**config.mk**
```make
export PLATFORM = sky130hd
export DESIGN_NAME = seu_lut4
export DESIGN_NICKNAME = d
export VERILOG_FILES = /design/src/rtl/seu_lut_pkg.sv /design/src/rtl/seu_lut_cfg.sv /design/src/rtl/seu_lut_mask.sv /design/src/rtl/seu_lut_mux.sv /design/src/rtl/seu_lut4.sv
export SDC_FILE = /design/constraint.sdc
export NUM_CORES = 1
export LEC_CHECK = 0
export ABC_AREA = 0
export CAP_MARGIN = 20
export CORE_ASPECT_RATIO = 1.2
export CORE_UTILIZATION = 57
export DETAILED_ROUTE_END_ITERATION = 10
export GPL_ROUTABILITY_DRIVEN = 0
export PLACE_DENSITY = 0.95
export SYNTH_ARGS = -nofsm -noshare
export SYNTH_HDL_FRONTEND = slang
export SYNTH_HIERARCHICAL = 1
export SYNTH_SLANG_ARGS = --single-unit
```
**constraint.sdc**
```tcl
create_clock -name clk -period 5.1 [get_ports clk]
set_clock_uncertainty 0.2 [all_clocks]
set_input_delay 0.765 -clock clk [delete_from_list [all_inputs] [get_ports clk]]
set_output_delay 0.765 -clock clk [all_outputs]
set_load 0.05 [all_outputs]
```
**src/rtl/seu_lut_pkg.sv**
```systemverilog
// Shared types for the upset-injectable lookup table.
// Assumes: nothing beyond IEEE 1800-2017 packages.
package seu_lut_pkg;
    typedef enum logic [1:0] {
        MASK_HOLD  = 2'd0,
        MASK_CLEAR = 2'd1,
        MASK_FLIP  = 2'd2
    } mask_op_e;
endpackage

```
**src/rtl/seu_lut_cfg.sv**
```systemverilog
// Programmed (golden) truth table with a parallel and a serial write path.
// Assumes: DEPTH >= 2. A parallel write takes priority over a shift.
module seu_lut_cfg #(
    parameter int unsigned DEPTH = 16
) (
    input  logic             clk,
    input  logic             rst_n,
    input  logic             par_we,
    input  logic [DEPTH-1:0] par_data,
    input  logic             ser_en,
    input  logic             ser_bit,
    output logic [DEPTH-1:0] cfg_q
);
    // Table storage: reset, parallel load or left shift with new bit at index 0
    always_ff @(posedge clk) begin
        if (!rst_n) begin
            cfg_q <= '0;
        end else if (par_we) begin
            cfg_q <= par_data;
        end else if (ser_en) begin
            cfg_q <= {cfg_q[DEPTH-2:0], ser_bit};
        end
    end
endmodule

```
**src/rtl/seu_lut_mask.sv**
```systemverilog
// Fault mask: one bit per table entry. A set bit means that entry is inverted.
// Assumes: the caller resolves priority into a single operation per cycle.
module seu_lut_mask
    import seu_lut_pkg::*;
#(
    parameter int unsigned NUM_IN = 4,
    localparam int unsigned DEPTH = 1 << NUM_IN
) (
    input  logic              clk,
    input  logic              rst_n,
    input  mask_op_e          op,
    input  logic [NUM_IN-1:0] idx,
    output logic [DEPTH-1:0]  mask_q
);
    logic [DEPTH-1:0] idx_hot;

    // One-hot decode of the injection index
    for (genvar gi = 0; gi < DEPTH; gi++) begin : g_dec
        assign idx_hot[gi] = (idx == gi[NUM_IN-1:0]);
    end

    // Mask register: clear, XOR-flip one entry, or hold
    always_ff @(posedge clk) begin
        if (!rst_n) begin
            mask_q <= '0;
        end else begin
            case (op)
                MASK_CLEAR: mask_q <= '0;
                MASK_FLIP:  mask_q <= mask_q ^ idx_hot;
                default:    mask_q <= mask_q;
            endcase
        end
    end
endmodule

```
**src/rtl/seu_lut_mux.sv**
```systemverilog
// Combinational table read: returns the entry addressed by the select inputs.
// Assumes: sel[NUM_IN-1] is the most significant index bit.
module seu_lut_mux #(
    parameter int unsigned NUM_IN = 4,
    localparam int unsigned DEPTH = 1 << NUM_IN
) (
    input  logic [DEPTH-1:0]  tbl,
    input  logic [NUM_IN-1:0] sel,
    output logic              y
);
    // Table lookup
    assign y = tbl[sel];
endmodule

```
**src/rtl/seu_lut4.sv**
```systemverilog
// Upset-injectable lookup table: golden and faulty copies evaluated in parallel.
// Assumes: one control action resolves per cycle with the priority
// table write > scrub > injection.
module seu_lut4
    import seu_lut_pkg::*;
#(
    parameter int unsigned NUM_IN = 4,
    localparam int unsigned DEPTH = 1 << NUM_IN
) (
    input  logic              clk,
    input  logic              rst_n,
    input  logic              cfg_par_we,
    input  logic [DEPTH-1:0]  cfg_par_data,
    input  logic              cfg_ser_en,
    input  logic              cfg_ser_bit,
    input  logic              inj_stb,
    input  logic [NUM_IN-1:0] inj_idx,
    input  logic              scrub_stb,
    input  logic [NUM_IN-1:0] din,
    output logic              dout,
    output logic              gold_out,
    output logic              mism_now,
    output logic              mism_q
);
    logic [DEPTH-1:0] gold_cfg;
    logic [DEPTH-1:0] flt_mask;
    logic [DEPTH-1:0] flt_cfg;
    mask_op_e         mask_op;

    seu_lut_cfg #(.DEPTH(DEPTH)) cfg_i (
        .clk      (clk),
        .rst_n    (rst_n),
        .par_we   (cfg_par_we),
        .par_data (cfg_par_data),
        .ser_en   (cfg_ser_en),
        .ser_bit  (cfg_ser_bit),
        .cfg_q    (gold_cfg)
    );

    // Resolve the mask operation: a write or a scrub clears, otherwise inject
    always_comb begin
        if (cfg_par_we || cfg_ser_en) begin
            mask_op = MASK_CLEAR;
        end else if (scrub_stb) begin
            mask_op = MASK_CLEAR;
        end else if (inj_stb) begin
            mask_op = MASK_FLIP;
        end else begin
            mask_op = MASK_HOLD;
        end
    end

    seu_lut_mask #(.NUM_IN(NUM_IN)) mask_i (
        .clk    (clk),
        .rst_n  (rst_n),
        .op     (mask_op),
        .idx    (inj_idx),
        .mask_q (flt_mask)
    );

    // Faulty table is the golden table with masked entries inverted
    assign flt_cfg = gold_cfg ^ flt_mask;

    seu_lut_mux #(.NUM_IN(NUM_IN)) gold_mux_i (
        .tbl (gold_cfg),
        .sel (din),
        .y   (gold_out)
    );

    seu_lut_mux #(.NUM_IN(NUM_IN)) flt_mux_i (
        .tbl (flt_cfg),
        .sel (din),
        .y   (dout)
    );

    // Difference between the two copies
    assign mism_now = dout ^ gold_out;

    // Observation register for the difference
    always_ff @(posedge clk) begin
        if (!rst_n) begin
            mism_q <= 1'b0;
        end else begin
            mism_q <= mism_now;
        end
    end
endmodule

```
==> metrics.yaml <==
start_util_pct: 59.8
synth_edf_count: 0
ff_latch_area_sq_um: 661
tightestPinTransition_ns: 0.660
place.port_buffers: 34
nets: 251
ioPinCount: 35
antenna_found_initial: 0
met1_usage_pct: 26.3
slew_headroom_pct: 55.9
clock_latency_ns: 0.29
setup_ws_ns: 0.639
reg2reg_to: "mism_q$_SDFF_PN0_"
hold_path_depth: 2
synth_warnings: 6
rsz0062_at_grt: "false"
vias_per_cell: 5.92
synthArstFlopShare_pct: 0
postCtsSetupBuffers: 0
r2r_slack_ns: 3.11
p_per_area_mw_per_mm2: 262
fmax_mhz: 224
grt_max_degree: 34
dr.pass1.iters: 5
coreArea_sq_mm: 0.00334
top_usage_layer: "met2"
cts_made_buffers: 5
hold_viol_final: 0
drc: 0
rows: 23
critPathMaxFanout: 8
ys_seq_area_share_pct: 33.1
grt_overflow: 0
dp_hpwl_um: 3080
num_vias: 1522
peakVddDrop_uv: 195
num_antenna_cells: 0
cp.required_ns: 4.14
wl_per_cell_um: 16.0
cap_violations: 0
power_uw: 637
finalInstanceArea_sq_mm: 0.00243
avgSynthCellArea_sq_um: 10.7
clk_pin_slew_ns: 0.06
endpoint: "mism_now"
critPathLaunchType: "input port"
multi_input_area_sq_mm: 0.00125
place_ws_ns: 0.664
grtUsageTotal_pct: 23.7
grtUsageMet3_pct: 6.21
worstHoldPathType: "reg2reg"
p_leak_nw: 1.15
drive_above_1_share_pct: 13.6
end_kind: "output pin"
reg2reg_depth: 6
die_w_um: 56.0
status: "complete, no violations"
mappedNetlistArea_sq_mm: 0.00200
syn_to_final_growth_pct: 21.8
drt-initial-drc-count: 64
synth_fp_nets: 219
r2r_start: "cfg_i/cfg_q[12]$_SDFFE_PN0P_"
cp-startpoint: "din[0]"
fp.dieH_um: 66.8
arrival_ns: 3.50
cts.sinks: 33
fin_crit_sh_pct: 87.5
ctsLongestPathBuffers: 2
placed_area_sq_mm: 0.00233
setup_tns_ns: 0
syn_inst: 187
die_area_sq_mm: 0.00375
setup.worst_path.class: "in2out"
clockRootBuffer: "clkbuf_8"
postCtsResizedCells: 0
cts_tree: "done"
synth_ff_type: "dfxtp_1"
h-tree-depth: 2
grt_pass1_wl_um: 6710
setup_viol: 0
fillers: 225
fin_crit_ns: 4.46
grt_pass1_vias: 1478
drv_slew: 0
ant_nets: 0
holdWs_ns: 0.309
grt_use_met2_pct: 41.7
yosysUniqueCellTypes: 27
wl_um: 4100
holdBufCountCts: 0
ys_ff_latch: 33
==> power by group <==
part / leakage [nW] / switching (mW) / internal (mW) / total (mW)
Sequential: 0.270 / 0.0131 / 0.269 / 0.282
Clock: 0.0542 / 0.0908 / 0.122 / 0.212
Combinational: 0.822 / 0.0650 / 0.0774 / 0.142
Total: 1.15 / 0.169 / 0.468 / 0.637
==> critical path, cell delays in order <==
cell             delay (ns)
clkdlybuf4s50_1        0.72
mux4_1                 0.62
mux2i_1                0.18
mux2i_1                0.13
xor2_1                 0.24
clkdlybuf4s50_1        0.84
==> cells by family after synthesis <==
logic type | count (synthesis) | share of synthesized area [%]
flops | 33 | 33.1
fa+ha+maj | 1 | 0.626
xor+xnor | 17 | 7.46
buf+inv | 14 | 4.14
mux | 30 | 24.4
compound gates | 49 | 16.3
simple gates | 43 | 14.0
==> cell type report <==
class                      count  area share (%)
clock buffer                   7            3.96
clock inverter                 1           0.206
inverter                       2           0.309
multi-input combinational    140            51.5
sequential                    33            27.2
tap                           37            1.90
timing repair buffer          37            14.9
==> cells in the mapped netlist (2+ instances only) <==
master | number | area, sq um
buf_2 | 3 | 15.0
or3b_1 | 2 | 17.5
mux2_2 | 6 | 67.6
clkbuf_2 | 2 | 10.0
inv_1 | 2 | 7.51
o211a_1 | 16 | 160
mux2i_1 | 6 | 60.1
xor2_1 | 17 | 149
mux2_4 | 10 | 150
nand2b_1 | 17 | 106
dfxtp_1 | 33 | 661
a21oi_1 | 16 | 80.1
o21ai_0 | 16 | 80.1
or3_1 | 17 | 106
clkbuf_1 | 5 | 18.8
mux4_1 | 8 | 210
==> placed cells by master (no fill, tap or decap) <==
cell and n:
clkdlybuf4s50_1 34, dfxtp_1 33, xor2_1 17, nand2b_1 17, or3_1 17, o211a_1 16
o21ai_0 16, a21oi_1 16, mux2_4 10, mux4_1 8, clkbuf_8 7, mux2_2 6
mux2i_1 6, buf_4 3, inv_1 2, or3b_1 2, or3_4 1, nor2_2 1
and2_1 1, or2b_1 1, clkinv_2 1, o21ai_1 1, nand3b_1 1, or2_2 1
nand2_1 1, ha_1 1
==> stage by stage <==
stage / util, % / cells
global placement: 69.8 / 249
CTS: 72.9 / 257
floorplan: - / 187
finish: 72.9 / 257
global route: 72.9 / 257
detailed placement: 69.8 / 249
==> flip-flops by register name, summed over array words and instances (netlist names) <==
register and cells:
mask_i/mask_q 16, mism_q 1, cfg_i/cfg_q 16
==> worst min path at each step <==
stage	start	end	slack [ns]
after floorplan	mask_i/mask_q[0]$_SDFFE_PN0P_	mask_i/mask_q[0]$_SDFFE_PN0P_	0.27
after global placement	mask_i/mask_q[3]$_SDFFE_PN0P_	mask_i/mask_q[3]$_SDFFE_PN0P_	0.28
after detailed placement	mask_i/mask_q[9]$_SDFFE_PN0P_	mask_i/mask_q[9]$_SDFFE_PN0P_	0.30
after CTS	mask_i/mask_q[9]$_SDFFE_PN0P_	mask_i/mask_q[9]$_SDFFE_PN0P_	0.31
after global routing	mask_i/mask_q[10]$_SDFFE_PN0P_	mask_i/mask_q[10]$_SDFFE_PN0P_	0.34
final	mask_i/mask_q[9]$_SDFFE_PN0P_	mask_i/mask_q[9]$_SDFFE_PN0P_	0.31
==> routing by layer <==
| metal | wire length (um) | part of all wire (%) |
|---|---|---|
| met5 | 0 | 0 |
| met3 | 141 | 3.4 |
| met2 | 2090 | 51 |
| met1 | 1770 | 43 |
| met4 | 97 | 2.4 |
(Power assumes the default switching activity.)
